===== config.mk =====
export PLATFORM = sky130hd
export DESIGN_NAME = gpio_bank
export DESIGN_NICKNAME = d
export VERILOG_FILES = /design/src/rtl/gpio_bank_pkg.sv /design/src/rtl/gpio_addr_decode.sv /design/src/rtl/gpio_port_regs.sv /design/src/rtl/gpio_irq_regs.sv /design/src/rtl/gpio_bank.sv
export SDC_FILE = /design/constraint.sdc
export NUM_CORES = 1
export LEC_CHECK = 0
export BUFFER_PORTS_ARGS = -buffer_cell sky130_fd_sc_hd__buf_4
export CORE_UTILIZATION = 53
export CTS_CLUSTER_DIAMETER = 200
export DETAILED_ROUTE_END_ITERATION = 7
export PLACE_DENSITY = 0.78
export SETUP_SLACK_MARGIN = 0.3
export SYNTH_ARGS = -nofsm -noshare
export SYNTH_HDL_FRONTEND = slang
export SYNTH_HIERARCHICAL = 1
export SYNTH_SLANG_ARGS = --single-unit

===== constraint.sdc =====
create_clock -name clk -period 3.67 [get_ports clk]
set_input_delay 0.5505 -clock clk [delete_from_list [all_inputs] [get_ports clk]]
set_output_delay 0.5505 -clock clk [all_outputs]
set_load 0.02 [all_outputs]

===== src/rtl/gpio_bank_pkg.sv =====
package gpio_bank_pkg;

  typedef enum logic [3:0] {
    RG_NONE,
    RG_DATA,
    RG_DIR,
    RG_EXT,
    RG_IEN,
    RG_IMASK,
    RG_IEDGE,
    RG_IPOL,
    RG_ISTAT,
    RG_IDEB,
    RG_IEOI
  } reg_kind_e;

  typedef struct packed {
    reg_kind_e   kind;
    logic [1:0]  port;
  } reg_sel_t;

  localparam int BANK_STRIDE = 12;
  localparam int DIR_OFS     = 4;
  localparam int EXT_BASE    = 'h50;
  localparam int EXT_STRIDE  = 4;

  localparam int CFG_N    = 5;
  localparam int CFG_EN   = 0;
  localparam int CFG_MASK = 1;
  localparam int CFG_EDGE = 2;
  localparam int CFG_POL  = 3;
  localparam int CFG_DEB  = 4;

  function automatic reg_kind_e irq_map_std(input int ofs);
    case (ofs)
      'h30:    return RG_IEN;
      'h34:    return RG_IMASK;
      'h38:    return RG_IEDGE;
      'h3C:    return RG_IPOL;
      'h40:    return RG_ISTAT;
      'h48:    return RG_IDEB;
      'h4C:    return RG_IEOI;
      default: return RG_NONE;
    endcase
  endfunction

  function automatic reg_kind_e irq_map_alt(input int ofs);
    case (ofs)
      'h30:    return RG_IEN;
      'h34:    return RG_IEDGE;
      'h38:    return RG_IPOL;
      'h3C:    return RG_ISTAT;
      'h40:    return RG_IEOI;
      'h44:    return RG_IMASK;
      'h48:    return RG_IDEB;
      default: return RG_NONE;
    endcase
  endfunction

endpackage


===== src/rtl/gpio_addr_decode.sv =====
module gpio_addr_decode
  import gpio_bank_pkg::*;
#(
  parameter int ADDR_W    = 7,
  parameter int NUM_PORTS = 4,
  parameter bit ALT_MAP   = 1'b0
) (
  input  logic [ADDR_W-1:0] addr,
  output reg_sel_t          sel
);

  reg_kind_e irq_kind;

  generate
    if (ALT_MAP) begin : g_alt_layout
      always_comb irq_kind = irq_map_alt(int'(addr));
    end else begin : g_std_layout
      always_comb irq_kind = irq_map_std(int'(addr));
    end
  endgenerate

  always_comb begin
    sel.kind = irq_kind;
    sel.port = '0;
    for (int p = 0; p < NUM_PORTS; p++) begin
      if (int'(addr) == p * BANK_STRIDE) begin
        sel.kind = RG_DATA;
        sel.port = 2'(p);
      end
      if (int'(addr) == p * BANK_STRIDE + DIR_OFS) begin
        sel.kind = RG_DIR;
        sel.port = 2'(p);
      end
      if (int'(addr) == EXT_BASE + p * EXT_STRIDE) begin
        sel.kind = RG_EXT;
        sel.port = 2'(p);
      end
    end
  end

endmodule


===== src/rtl/gpio_port_regs.sv =====
module gpio_port_regs #(
  parameter int LINES = 24
) (
  input  logic             clk,
  input  logic             rst_n,
  input  logic             wr_data,
  input  logic             wr_dir,
  input  logic [LINES-1:0] wdata,
  input  logic [LINES-1:0] pad_in,
  output logic [LINES-1:0] pad_out,
  output logic [LINES-1:0] pad_oe,
  output logic [LINES-1:0] data_q,
  output logic [LINES-1:0] dir_q,
  output logic [LINES-1:0] ext_q
);

  logic [LINES-1:0] sync_q;

  always_ff @(posedge clk or negedge rst_n) begin
    if (!rst_n) begin
      data_q <= '0;
      dir_q  <= '0;
    end else begin
      if (wr_data) data_q <= wdata;
      if (wr_dir)  dir_q  <= wdata;
    end
  end

  always_ff @(posedge clk or negedge rst_n) begin
    if (!rst_n) begin
      sync_q <= '0;
      ext_q  <= '0;
    end else begin
      sync_q <= pad_in;
      ext_q  <= sync_q;
    end
  end

  assign pad_oe  = dir_q;
  assign pad_out = data_q & dir_q;

  logic [1:0] warm_q;
  always_ff @(posedge clk or negedge rst_n) begin
    if (!rst_n)              warm_q <= '0;
    else if (warm_q != 2'd3) warm_q <= warm_q + 2'd1;
  end

  AST_EXT_TWO_STAGE: assert property (@(posedge clk) disable iff (!rst_n)
    (warm_q >= 2'd2) |-> (ext_q == $past(pad_in, 2)));
  AST_DATA_WRITE_TO_PAD: assert property (@(posedge clk) disable iff (!rst_n)
    wr_data |=> (pad_out == ($past(wdata) & pad_oe)));
  AST_DIR_WRITE_TO_OE: assert property (@(posedge clk) disable iff (!rst_n)
    wr_dir |=> (pad_oe == $past(wdata)));

endmodule


===== src/rtl/gpio_irq_regs.sv =====
module gpio_irq_regs
  import gpio_bank_pkg::*;
#(
  parameter int LINES = 24
) (
  input  logic                        clk,
  input  logic                        rst_n,
  input  logic [CFG_N-1:0]            cfg_we,
  input  logic                        eoi_we,
  input  logic [LINES-1:0]            wdata,
  output logic [CFG_N-1:0][LINES-1:0] cfg_q,
  output logic [LINES-1:0]            eoi
);

  for (genvar k = 0; k < CFG_N; k++) begin : g_cfg
    always_ff @(posedge clk or negedge rst_n) begin
      if (!rst_n)         cfg_q[k] <= '0;
      else if (cfg_we[k]) cfg_q[k] <= wdata;
    end

    AST_CFG_WRITE_LANDS: assert property (@(posedge clk) disable iff (!rst_n)
      cfg_we[k] |=> (cfg_q[k] == $past(wdata)));
  end

  assign eoi = eoi_we ? wdata : '0;

endmodule


===== src/rtl/gpio_bank.sv =====
module gpio_bank
  import gpio_bank_pkg::*;
#(
  parameter int NUM_PORTS  = 4,
  parameter int PORT_LINES = 24,
  parameter int ADDR_W     = 7,
  parameter bit ALT_MAP    = 1'b0
) (
  input  logic                            clk,
  input  logic                            rst_n,
  input  logic                            psel,
  input  logic                            penable,
  input  logic                            pwrite,
  input  logic [ADDR_W-1:0]               paddr,
  input  logic [31:0]                     pwdata,
  output logic [31:0]                     prdata,
  output logic                            pready,
  input  logic [NUM_PORTS*PORT_LINES-1:0] pad_in,
  output logic [NUM_PORTS*PORT_LINES-1:0] pad_out,
  output logic [NUM_PORTS*PORT_LINES-1:0] pad_oe,
  input  logic [PORT_LINES-1:0]           irq_status_i,
  output logic [PORT_LINES-1:0]           irq_enable_o,
  output logic [PORT_LINES-1:0]           irq_mask_o,
  output logic [PORT_LINES-1:0]           irq_edge_o,
  output logic [PORT_LINES-1:0]           irq_polarity_o,
  output logic [PORT_LINES-1:0]           irq_debounce_o,
  output logic [PORT_LINES-1:0]           irq_eoi_o
);

  localparam int LW = PORT_LINES;

  reg_sel_t sel;
  logic     wr_cycle;
  logic     unused_wdata_bits;

  logic [NUM_PORTS-1:0][LW-1:0] data_q, dir_q, ext_q;
  logic [CFG_N-1:0][LW-1:0]     cfg_q;
  logic [CFG_N-1:0]             cfg_we;
  logic                         eoi_we;
  logic [LW-1:0]                rd_val;

  assign pready            = 1'b1;
  assign wr_cycle          = psel & penable & pwrite;
  assign unused_wdata_bits = ^pwdata;

  gpio_addr_decode #(
    .ADDR_W   (ADDR_W),
    .NUM_PORTS(NUM_PORTS),
    .ALT_MAP  (ALT_MAP)
  ) u_decode (
    .addr(paddr),
    .sel (sel)
  );

  for (genvar p = 0; p < NUM_PORTS; p++) begin : g_port
    logic hit;
    assign hit = wr_cycle && (sel.port == 2'(p));

    gpio_port_regs #(.LINES(LW)) u_port (
      .clk    (clk),
      .rst_n  (rst_n),
      .wr_data(hit && (sel.kind == RG_DATA)),
      .wr_dir (hit && (sel.kind == RG_DIR)),
      .wdata  (pwdata[LW-1:0]),
      .pad_in (pad_in[p*LW +: LW]),
      .pad_out(pad_out[p*LW +: LW]),
      .pad_oe (pad_oe[p*LW +: LW]),
      .data_q (data_q[p]),
      .dir_q  (dir_q[p]),
      .ext_q  (ext_q[p])
    );
  end

  always_comb begin
    cfg_we = '0;
    eoi_we = 1'b0;
    if (wr_cycle) begin
      case (sel.kind)
        RG_IEN:   cfg_we[CFG_EN]   = 1'b1;
        RG_IMASK: cfg_we[CFG_MASK] = 1'b1;
        RG_IEDGE: cfg_we[CFG_EDGE] = 1'b1;
        RG_IPOL:  cfg_we[CFG_POL]  = 1'b1;
        RG_IDEB:  cfg_we[CFG_DEB]  = 1'b1;
        RG_IEOI:  eoi_we           = 1'b1;
        default: ;
      endcase
    end
  end

  gpio_irq_regs #(.LINES(LW)) u_irq (
    .clk   (clk),
    .rst_n (rst_n),
    .cfg_we(cfg_we),
    .eoi_we(eoi_we),
    .wdata (pwdata[LW-1:0]),
    .cfg_q (cfg_q),
    .eoi   (irq_eoi_o)
  );

  assign irq_enable_o   = cfg_q[CFG_EN];
  assign irq_mask_o     = cfg_q[CFG_MASK];
  assign irq_edge_o     = cfg_q[CFG_EDGE];
  assign irq_polarity_o = cfg_q[CFG_POL];
  assign irq_debounce_o = cfg_q[CFG_DEB];

  always_comb begin
    rd_val = '0;
    case (sel.kind)
      RG_IEN:   rd_val = cfg_q[CFG_EN];
      RG_IMASK: rd_val = cfg_q[CFG_MASK];
      RG_IEDGE: rd_val = cfg_q[CFG_EDGE];
      RG_IPOL:  rd_val = cfg_q[CFG_POL];
      RG_IDEB:  rd_val = cfg_q[CFG_DEB];
      RG_ISTAT: rd_val = irq_status_i;
      default: ;
    endcase
    for (int p = 0; p < NUM_PORTS; p++) begin
      if (sel.port == 2'(p)) begin
        case (sel.kind)
          RG_DATA: rd_val = data_q[p];
          RG_DIR:  rd_val = dir_q[p];
          RG_EXT:  rd_val = ext_q[p];
          default: ;
        endcase
      end
    end
    prdata = (psel && !pwrite) ? 32'(rd_val) : 32'd0;
  end

  AST_EOI_NEEDS_WRITE: assert property (@(posedge clk) disable iff (!rst_n)
    (|irq_eoi_o) |-> (psel && penable && pwrite));

  if (LW < 32) begin : g_upper_zero
    AST_UPPER_READ_ZERO: assert property (@(posedge clk) disable iff (!rst_n)
      psel |-> (prdata[31:LW] == '0));
  end

endmodule


* Word-level counts from Yosys, hierarchy flattened
Index checks and enable logic that the tools add are counted.
** Word-level totals
- Flip-flop bits (word level) :: 504
- Bits of input ports :: 164
- Output and inout bits :: 369
- Word-level logic and storage cells :: 106
** Cells by class
- Equal/unequal tests :: 31
- Multiplexer cells :: 32
- Bitwise logic cells :: 6
- Reductions and logical operators :: 16
** Operators by type and width (number)
- one-hot mux 24 bit (3 select lines) :: 4
- two-way mux 24 bit :: 6
- one-hot mux 24 bit (6 select lines) :: 1
- AND 24 bit :: 4
- two-way mux 6 bit :: 12
- equality test 7 bit (second input constant) :: 9
- equality test 7 x 6 -> 1 bit (second input constant) :: 7
- one-hot mux 4 bit (7 select lines) :: 1
- equality test 4 x 3 -> 1 bit (second input constant) :: 4
- logical AND 1 bit :: 13
- equality test 4 bit (second input constant) :: 3
- equality test 4 x 2 -> 1 bit (second input constant) :: 2
- equality test 7 x 4 -> 1 bit (second input constant) :: 1
- equality test 7 x 5 -> 1 bit (second input constant) :: 1
- zero test 7 bit :: 1
- two-way mux 1 bit :: 7
- two-way mux 5 bit :: 1
- equality test 2 bit (second input constant) :: 2
- equality test 4 x 1 -> 1 bit (second input constant) :: 1
- AND 1 bit :: 2
- equality test 2 x 1 -> 1 bit (second input constant) :: 1
- zero test 2 bit :: 1
- zero test 1 bit :: 1

* Depth between registers and ports, before layout
- Word-level depth :: 25
- Gate-level depth with buffers :: 15
- Depth with buffers taken out :: 9

* Cells and area by module
Netlist, hierarchy kept.
** Modules (own cells, without submodules)
- gpio_port_regs :: times used 4, cells an instance 198, area an instance 3525.9 sq um, sequential area each 2402.3 sq um
- gpio_irq_regs :: times used 1, cells an instance 281, area an instance 5143.7 sq um, sequential area each 3002.9 sq um
- gpio_bank :: times used 1, cells an instance 582, area an instance 4251.6 sq um, sequential area each 0.0 sq um
- gpio_addr_decode :: times used 1, cells an instance 37, area an instance 259.0 sq um, sequential area each 0.0 sq um

* Least setup slack after synthesis
No wires, ideal clock.
- Kind :: input to output
- Start point :: in paddr[2]
- End point :: out prdata[1]
- Arrival time :: 3.131 ns
- Data required time :: 3.119 ns
- Setup slack :: -0.012 ns
- Stages on the path :: 13
- Buffers on the path :: 4
- Path through :: buf_8 > xor2_1 > nor3_2 > a2111oi_2 > a2111oi_2 > buf_4 > or2_2 > and4_1 > buf_2 > clkbuf_1 > a21oi_1 > o31ai_1 > a211oi_1
** RTL lines
- from (decl) :: line gpio_bank.sv:14 : input logic [ADDR_W-1:0] paddr,
- to (decl) :: line gpio_bank.sv:16 : output logic [31:0] prdata,

==> results.json <==
{
  "finalNetCount": 2444,
  "grt_pass1_wl_mm": 121.4,
  "skew_ns": 0.01396,
  "synth_commonest_cells": "504 x dfrtp_1, 260 x mux2_4, 121 x and2_1",
  "cts_tree": "done",
  "critPathKind": "in2out",
  "synth_seq_area_share": 0.5309,
  "synth_edf_count": 0,
  "yosysTopAreaCell": "dfrtp_1",
  "ir_worst_vdd_uv": 416.7,
  "worst-path-buf-inv": 5,
  "syn_area_per_cell_um2": 14.04,
  "routed_wl_mm": 85.49,
  "numCtsBuffers": 53,
  "synth_seq_cells": 504,
  "worst-r2r-cell-count": 1,
  "rows": 77,
  "cts-root-buf": "clkbuf_16",
  "cp.depth": 12,
  "crit_path_end_kind": "primary output",
  "grt_max_degree": 113,
  "worstMarginPinSlew_ns": 0.9623,
  "whs_path_depth": 1,
  "vias": 17440,
  "maxCapViolCount": 0,
  "cp_data_arrival_time_ns": 3.41,
  "clockBufferDepth": 3,
  "htreeDepth": 2,
  "synth_ff_type": "dfrtp_1",
  "timing.slew.headroom": 0.3584,
  "holdCritPathClass": "in2reg",
  "hold_viol": 0,
  "die-area_mm2": 0.04568,
  "vias_per_cell": 5.988,
  "cp-start-kind": "primary input",
  "initial_core_util": 0.5372,
  "setup_viol": 24,
  "period_minus_slack_ns": 3.956,
  "dp_hpwl_mm": 58.72,
  "cp_slowest_stage_delay_ns": 0.62,
  "die_h_um": 213.7,
  "status": "finished with violations",
  "synth_cells": 1692,
  "fin_area_mm2": 0.03237,
  "fmax_mhz": 252.8,
  "pwr_density_cell_mw_per_mm2": 402.2,
  "synthTopCellsByArea": "dfrtp_1 53%, mux2_4 16%, mux2_2 5.4%",
  "slew_violations": 0,
  "path_cells": "buf_4 > nor2b_1 > and3_1 > buf_4 > or2_1 > or4_4 > buf_8 > o211ai_1 > a221oi_2 > buf_4 > nor3_2 > buf_4",
  "whs_ns": 0.04781,
  "synth_top_area_frac": 0.5309,
  "syn_area_mm2": 0.02376,
  "antenna_found_initial": 4,
  "grt_pass1_vias": 17730,
  "dr.pass1.iters": 7,
  "clock_sinks": 504,
  "cp_common_cell": "buf_4",
  "coreArea_mm2": 0.04422,
  "cp_top_family": "simple AND/OR/NAND/NOR gates",
  "violations": "negative setup slack",
  "worst_slack_ns": -0.2857,
  "grt-ovfl-total": 0,
  "placed_area_mm2": 0.02876,
  "io_pins": 533,
  "dr.first_iter.drc_count": 1700,
  "die_x_um": 213.7,
  "grt_usage": 0.3686,
  "synth.distinct_cells": 60,
  "cp.required_ns": 3.12,
  "yosysMostFrequentCell": "dfrtp_1",
  "gp_congestion": 0.9173,
  "rsz0062_at_grt": "true",
  "fin_crit_sh": 1.078,
  "critPathMaxFanout": 10,
  "drc": 0,
  "cts.clk_slew.worst_paths_ns": 0.06,
  "cellLeakagePower_nw": 15.11,
  "cts-hold-fix-buffers": 0,
  "area_delta_synth_final_pct": 36.26,
  "post-place-ws_ns": -0.3837,
  "clk_latency_ns": 0.60,
  "crit_slowest_cell": "or4_4",
  "drtAntennaViolNets": 0,
  "synthArstFlopShare": 1.000,
  "synth_warnings": 6,
  "utilization": 0.7321,
  "layout-drive-gt1-share": 0.6091,
  "setup_tns_ns": -4.121,
  "port_buffers": 515,
  "detail_route.wl_per_cell_um": 29.36
}
-- what timing repair did --
action                                  CTS  global route
hold endpoints to repair                  0             0
pin swaps                                70            48
gates cloned                             13             2
endpoints found under the setup margin   48            48
gates resized for setup                 204            80
buffers inserted                         29             9
-- area by class of cell --
cell class	count	area (um^2)
Sequential cell	504	12610
Clock buffer	81	1564
Antenna cell	2	5.005
Multi-Input combinational cell	965	10410
Fill cell	2855	11850
Tap cell	592	740.7
Clock inverter	12	163.9
Timing Repair Buffer	752	6859
Inverter	4	15.01
-- logic make-up (layout without fill, tap and decap cells) --
group                     count (synthesis)  in the layout  synth area share
other                                     2             11         0.0003161
AOI/OAI and AO/OA                       306            306           0.09311
DFF                                     504            504            0.5309
muxes                                   430            430            0.2425
and+or+nand+nor                         218            219           0.05382
buffers and inverters                   231            849           0.07905
xor gates and xnor gates                  1              1         0.0003687
-- path summary, 6_finish.rpt --
check                                                     endpoint  slack (ns)                                   from
max in group asynchronous     g_port[0].u_port/ext_q[10]$_DFF_PN0_        2.58                                  rst_n
max reg2reg                           u_irq/cfg_q[118]$_DFFE_PN0P_        2.79           u_irq/cfg_q[118]$_DFFE_PN0P_
min in group asynchronous  g_port[3].u_port/data_q[10]$_DFFE_PN0P_        0.06                                  rst_n
min                           g_port[3].u_port/sync_q[6]$_DFF_PN0_        0.05                             pad_in[78]
max                                                     prdata[22]       -0.29                               paddr[5]
min reg2reg                   g_port[2].u_port/ext_q[21]$_DFF_PN0_        0.34  g_port[2].u_port/sync_q[21]$_DFF_PN0_
-- per-layer routing --
metal  share of wire  GRT usage
met1            0.42     0.5230
met2            0.46     0.5522
met3           0.072    0.06547
met4           0.047     0.1704
met5         0.00020          0
-- flip-flops by register name (all words and copies together) (netlist names) --
signal	cells
g_port.u_port/sync_q	96
u_irq/cfg_q	120
g_port.u_port/ext_q	96
g_port.u_port/dir_q	96
g_port.u_port/data_q	96
-- through the flow --
stage	instances	power, mW
after floorplan	1699	6.751
after global placement	2764	7.458
after detailed placement	2764	7.489
after CTS	2899	12.99
after global routing	2912	13.38
final	2912	13.02
-- layout by cell type, fill, tap and decap left out, types with 8 or more instances in the layout --
| cell type | Yosys | final |
|---|---|---|
| clkbuf_1 | 38 | 17 |
| mux2i_1 | 55 | 53 |
| dfrtp_1 | 504 | 504 |
| and2_1 | 121 | 97 |
| and2_4 | 0 | 24 |
| o31ai_2 | 0 | 8 |
| a211o_1 | 10 | 10 |
| a221oi_2 | 0 | 11 |
| a21oi_2 | 0 | 24 |
| clkbuf_8 | 0 | 9 |
| buf_12 | 26 | 52 |
| o22ai_1 | 12 | 9 |
| a21oi_1 | 56 | 31 |
| mux2_2 | 114 | 110 |
| o21ai_1 | 13 | 8 |
| o21ai_2 | 0 | 18 |
| buf_4 | 117 | 621 |
| mux2_4 | 260 | 264 |
| buf_8 | 1 | 9 |
| clkbuf_16 | 0 | 57 |
| nor3_2 | 1 | 8 |
| conb_1 | 2 | 9 |
| nor2_4 | 0 | 10 |
| nor2_1 | 22 | 8 |
| a22oi_1 | 62 | 40 |
| buf_6 | 14 | 56 |
| a221oi_1 | 34 | 20 |
| buf_16 | 0 | 10 |
| a22o_1 | 10 | 10 |
| nand2_1 | 21 | 19 |
| nand3_1 | 10 | 10 |
| a22oi_2 | 0 | 22 |
| o21ai_0 | 25 | 12 |
| a211oi_1 | 27 | 9 |
| a211oi_2 | 5 | 17 |
-- where the power goes --
group          internal [mW]  switching [mW]  total (mW)
logic                  0.754           0.823        1.58
registers               5.81           0.216        6.03
clock network           3.19            2.22        5.41
total                   9.76            3.26        13.0
(Power assumes the default switching activity.)
